[src/rtl/tod_pkg.sv]
package tod_pkg;

   // default moduli of the three stages, lowest first
   localparam int SEC_MODULUS  = 60;
   localparam int MIN_MODULUS  = 60;
   localparam int HOUR_MODULUS = 24;

   // register width needed to hold 0 .. modulus-1
   function automatic int stage_width(input int modulus);
      return (modulus > 1) ? $clog2(modulus) : 1;
   endfunction

   // true when the modulus is a power of two
   function automatic bit is_pow2(input int modulus);
      return (modulus > 0) && ((modulus & (modulus - 1)) == 0);
   endfunction

endpackage

[src/rtl/tod_digit.sv]
module tod_digit
   import tod_pkg::*;
#(
   parameter  int MODULUS = 10,
   localparam int W       = stage_width(MODULUS)
) (
   input  logic         clk,
   input  logic         rst_n,
   input  logic         clr,
   input  logic         inc,
   output logic [W-1:0] value,
   output logic         wrap
);

   localparam logic [W-1:0] LAST = W'(MODULUS - 1);

   logic         at_last;
   logic [W-1:0] nxt;

   generate
      if (MODULUS < 2) begin : g_bad_modulus
         $error("tod_digit: MODULUS must be at least 2");
      end

      if (is_pow2(MODULUS)) begin : g_pow2
         // natural binary wrap, terminal count is all ones
         assign at_last = &value;
         assign nxt     = value + 1'b1;
      end else begin : g_compare
         assign at_last = (value == LAST);
         assign nxt     = at_last ? '0 : value + 1'b1;
      end
   endgenerate

   // Mealy rollover: input qualified terminal count
   assign wrap = inc & ~clr & at_last;

   always_ff @(posedge clk or negedge rst_n) begin
      if (!rst_n) begin
         value <= '0;
      end else if (clr) begin
         value <= '0;
      end else if (inc) begin
         value <= nxt;
      end
   end

   // count never leaves 0 .. MODULUS-1
   a_r8_in_range: assert property (@(posedge clk) disable iff (!rst_n)
      value <= LAST);

   // clear wins over increment
   a_r6_clear_zero: assert property (@(posedge clk) disable iff (!rst_n)
      clr |=> (value == '0));

   // idle cycle keeps the count
   a_r2_hold: assert property (@(posedge clk) disable iff (!rst_n)
      (!inc && !clr) |=> $stable(value));

   // increment below terminal count adds one
   a_r2_step: assert property (@(posedge clk) disable iff (!rst_n)
      (inc && !clr && value != LAST) |=> (value == W'($past(value) + 1'b1)));

   // a wrapping stage lands on zero
   a_r3_wrap_to_zero: assert property (@(posedge clk) disable iff (!rst_n)
      wrap |=> (value == '0));

   // wrap needs a request and no clear
   a_r7_wrap_qualified: assert property (@(posedge clk) disable iff (!rst_n)
      wrap |-> (inc && !clr && value == LAST));

endmodule

[src/rtl/tod_clock.sv]
module tod_clock
   import tod_pkg::*;
#(
   parameter  int SEC_MOD  = SEC_MODULUS,
   parameter  int MIN_MOD  = MIN_MODULUS,
   parameter  int HOUR_MOD = HOUR_MODULUS,
   localparam int SEC_W    = stage_width(SEC_MOD),
   localparam int MIN_W    = stage_width(MIN_MOD),
   localparam int HOUR_W   = stage_width(HOUR_MOD)
) (
   input  logic              clk,
   input  logic              rst_n,
   input  logic              clr,
   input  logic              tick,
   output logic [SEC_W-1:0]  seconds,
   output logic [MIN_W-1:0]  minutes,
   output logic [HOUR_W-1:0] hours,
   output logic              day_carry
);

   logic sec_wrap;
   logic min_wrap;

   tod_digit #(.MODULUS(SEC_MOD)) u_sec (
      .clk   (clk),
      .rst_n (rst_n),
      .clr   (clr),
      .inc   (tick),
      .value (seconds),
      .wrap  (sec_wrap)
   );

   tod_digit #(.MODULUS(MIN_MOD)) u_min (
      .clk   (clk),
      .rst_n (rst_n),
      .clr   (clr),
      .inc   (sec_wrap),
      .value (minutes),
      .wrap  (min_wrap)
   );

   tod_digit #(.MODULUS(HOUR_MOD)) u_hour (
      .clk   (clk),
      .rst_n (rst_n),
      .clr   (clr),
      .inc   (min_wrap),
      .value (hours),
      .wrap  (day_carry)
   );

   // day carry only on a live tick
   a_r7_carry_needs_tick: assert property (@(posedge clk) disable iff (!rst_n)
      day_carry |-> (tick && !clr));

   // minutes move only through a seconds wrap or a clear
   a_r3_minutes_follow: assert property (@(posedge clk) disable iff (!rst_n)
      (!$past(clr) && !$past(sec_wrap)) |-> $stable(minutes));

   // hours move only through a minutes wrap or a clear
   a_r4_hours_follow: assert property (@(posedge clk) disable iff (!rst_n)
      (!$past(clr) && !$past(min_wrap)) |-> $stable(hours));

   // a day carry leaves the whole clock at zero
   a_r5_day_to_zero: assert property (@(posedge clk) disable iff (!rst_n)
      day_carry |=> (seconds == '0 && minutes == '0 && hours == '0));

endmodule

[config.mk]
export PLATFORM = sky130hd
export DESIGN_NAME = tod_clock
export DESIGN_NICKNAME = d
export VERILOG_FILES = /design/src/rtl/tod_pkg.sv /design/src/rtl/tod_digit.sv /design/src/rtl/tod_clock.sv
export SDC_FILE = /design/constraint.sdc
export NUM_CORES = 1
export LEC_CHECK = 0
export ABC_AREA = 0
export BUFFER_PORTS_ARGS = -buffer_cell sky130_fd_sc_hd__buf_2
export CORE_MARGIN = 4
export CORE_UTILIZATION = 35
export CTS_BUF_LIST = sky130_fd_sc_hd__clkbuf_16
export CTS_CLUSTER_DIAMETER = 150
export DETAILED_ROUTE_END_ITERATION = 16
export SLEW_MARGIN = 20
export SYNTH_ARGS = -nofsm -noshare
export SYNTH_HDL_FRONTEND = slang
export SYNTH_SLANG_ARGS = --single-unit
[constraint.sdc]
create_clock -name clk -period 1.9 [get_ports clk]
set_input_delay 0.38 -clock clk [delete_from_list [all_inputs] [get_ports clk]]
set_output_delay 0.38 -clock clk [all_outputs]
set_load 0.02 [all_outputs]
==> summary.md <==
| Metric | Value |
|---|---|
| Post-synth ARST share | 1.000 |
| Max-slew violation count | 0 |
| Worst Tran Pin Value | around 0.4 ns |
| Highest routed layer | met4 |
| Number of flops mapped to enable cells by yosys | 0 |
| Comb power frac | 0.067 |
| Netlist cell types | 30 |
| Layout area overhead | 40.57% |
| Finished layout cell area | approximately 1400 sq um |
| CTS sink cnt | 17 |
| Syn avg cell area | a little over 9 sq um |
| Post-DR wirelength/cell | between 10 and 15 microns |
| TritonCTS clock tree | built |
| Final wirelength | about 2.5 mm |
| Number of failing hold endpoints at the final stage | 0 |
| Final setup vio count | 0 |
| Place WS | roughly 0.12 ns |
| Most frequent cells after synthesis | 17 x dfrtp_1, 14 x nand2_1, 11 x nand3_1 |
| Layout cell share with drive strength beyond 1 | 0.3699 |
| Largest net degree at the start of global routing | 19 |
| Clk_skew | approximately 0.0021 ns |
| Setup ws final | 0.01898 ns |
| Fin crit share | 0.9900 |
| Sequential-to-total area share from yosys stat | 0.4393 |
| Power share of the sequential group | 0.433 |
| Syn nets | 114 |
| Flops & latches, synth | 17 |
| Site row count | 18 |
| Area leader, netlist | dfrtp_1 |
| CP arrival | ~1.5 ns |
| Total chip power | 0.0008531 W |
| Initial Util | 0.3772 |
| 1st-iter DRT viols | approximately 40 |
| Clk slew on worst S/H paths | 0.05 ns |
| Placed Area | roughly 1200 sq um |
| Vias in the first global route | 925 |
| Slew HR | 0.7339 |
| Pwr dens | 626.7 nW/um^2 |
| Crit path launch type | flop |
| Most common flop cell mapped by yosys | dfrtp_1 |
| Hold slack | 0.05298 ns |
| Placeable Area | 2567 sq um |
| Lkg Pwr | 0.6353 nW |
| Worst VDD drop | ~390 uV |
| Post-Route M1 WL | 1.126 mm |
| Clk Latency, worst-skew pair | 0.25 ns |
| Worst Path Max Fanout | 5 |
| P_int | between 0.0006 and 0.0007 W |
| Mapped cell area | about 970 sq um |
| Antenna Nets Post-Route | 0 |
| Cells after Synth | 107 |
| CP max stage delay | roughly 0.4 ns |
| Die W | between 60 and 70 microns |
| Clock root buffer | clkbuf_16 |
| Worst setup EP type | output pin |
| Diodes inserted | 0 |
| Placed Cells incl. Taps | 166 |
| Switching Power | about 0.00018 W |
| Clock Power Share | 0.500 |
| DRC | 0 |
| GPL Wtd Cong | around 0.86 |
| HP Class | in2async |
| Setup CP Type | reg2out |
| Cell Count, Final, Fillers Out | about 180 |
| Share of the synthesized area in the top cell type | 0.4393 |
| Port Buf Inserts | 21 |
| Fin crit period | about 1.9 ns |
| Total track usage | 0.1511 |
| Total CTS buffers | 3 |
| CP max-delay cell | dfrtp_1 |
| Vias after detailed routing | 986 |
| DR pass1 iterations | 4 |
| # Max-Cap Violations | 0 |
| YS warnings | 0 |
| Metal2 WL | between 1 and 1.5 mm |
| DP Wirelength | between 1.5 and 2 mm |
| Die area | roughly 3700 sq um |
| Synth area leaders | dfrtp_1 44%, nand3_1 5.7%, nand2_1 5.4% |
| CTS max path bufs | 2 |
| Net count, final | between 150 and 200 |
| H-Tree Depth | 1 |
| Initial antenna violation count | 0 |
| Met3 routed WL | roughly 150 microns |
| Hold Buf Count CTS | 0 |
| RSZ-0062 raised after global routing | true |
| CP Data Required Time | around 1.5 ns |
| First-pass GRT wire length | about 4.2 mm |
| Crit path cell chain | ha_2, nand4_1, nor3_4, buf_6 |
| Max Fclk | between 500 and 600 MHz |
| Sw Ratio | 0.2145 |
| Remaining Overflow, GRT | 0 |
| Die Y | around 61 microns |
| Count leader, synth | dfrtp_1 |
| Io pins | 22 |
| DR vias/cell | roughly 5.6 |
| Outcome | finished, final reports clean |
critical path, delay by kind of cell, from the launching register on:
kind / cells / cell delay [ns]
and+or+nand+nor: 2 / 0.47
buffers and inverters: 1 / 0.14
DFF: 1 / 0.40
adders and majority gates: 1 / 0.24
metrics by stage:
stage          TNS [ns]    util
3_3_place_gp          0  0.4678
5_1_grt        -0.05777  0.5302
6_report              0  0.5302
2_1_floorplan         0       -
3_5_place_dp          0  0.4678
4_1_cts               0  0.5112
worst paths after layout:
kind,from,end,slack [ns],cells after the start
min,rst_n,u_min.value[4],0.05,1
max,u_min.value[1],day_carry,0.02,4
min in group clk,tick,u_sec.value[3],0.51,3
max reg2reg,u_hour.value[0],u_hour.value[4],0.13,5
max in group asynchronous,rst_n,u_sec.value[0],1.54,1
min reg2reg,u_min.value[0],u_min.value[0],0.53,1
area by class of cell:
cell class                 instances  area [sq um]
sequential                        17         429.2
clock inverter                     1         5.005
timing repair buffer              39         246.5
fill                             237          1206
clock buffer                       3         75.07
tap                               30         37.54
inverter                           1         3.754
multi-input combinational         85         564.3
flip-flops by register name, summed over array words and instances (netlist names):
register,cells
u_min.value,6
u_sec.value,6
u_hour.value,5
power by group through the flow:
stage	Combinational, W	Sequential (W)	Clock, W
6_report	0.0000569	0.000369	0.000427
5_1_grt	0.0000649	0.000370	0.000441
4_1_cts	0.0000558	0.000367	0.000435
3_5_place_dp	0.0000490	0.000376	0
3_3_place_gp	0.0000485	0.000375	0
2_1_floorplan	0.0000217	0.000380	0
placed cells by master (no fill, tap or decap), drive strengths merged, types with 2 or more instances in the layout:
cell    netlist  layout
buf           0      39
dfrtp        17      17
nand2        14      14
nand3        11      11
a21oi        10      10
nand2b        8       8
nor2          5       5
nand4         4       4
o31ai         3       3
mux2i         3       3
clkbuf        4       3
ha            3       3
and3          2       2
a311oi        2       2
a41oi         2       2
o311ai        2       2
nand3b        2       2
nor2b         2       2
nor3          2       2
kinds of logic (layout without fill, tap and decap cells):
| kind of cell | Yosys count | in the layout | share of synthesized area |
|---|---|---|---|
| simple gates | 57 | 57 | 0.3204 |
| compound gates | 22 | 22 | 0.1499 |
| flops | 17 | 17 | 0.4393 |
| buf+inv | 5 | 44 | 0.02066 |
| fa+ha+maj | 3 | 3 | 0.03876 |
| mux | 3 | 3 | 0.03101 |
what timing repair did:
| item | CTS | global route |
|---|---|---|
| pin swaps | 0 | 1 |
| gates resized for setup | 3 | 7 |
| setup buffers | 3 | 3 |
| endpoints found under the setup margin | 1 | 2 |
| cloned | 0 | 0 |
routing by layer:
metal  global-route usage  vias to the layer above
met5                    0                        -
met4              0.06502                        0
met3              0.02128                        5
met2               0.2336                       27
met1               0.2108                      470
li1                     -                      484
(Power assumes the default switching activity.)
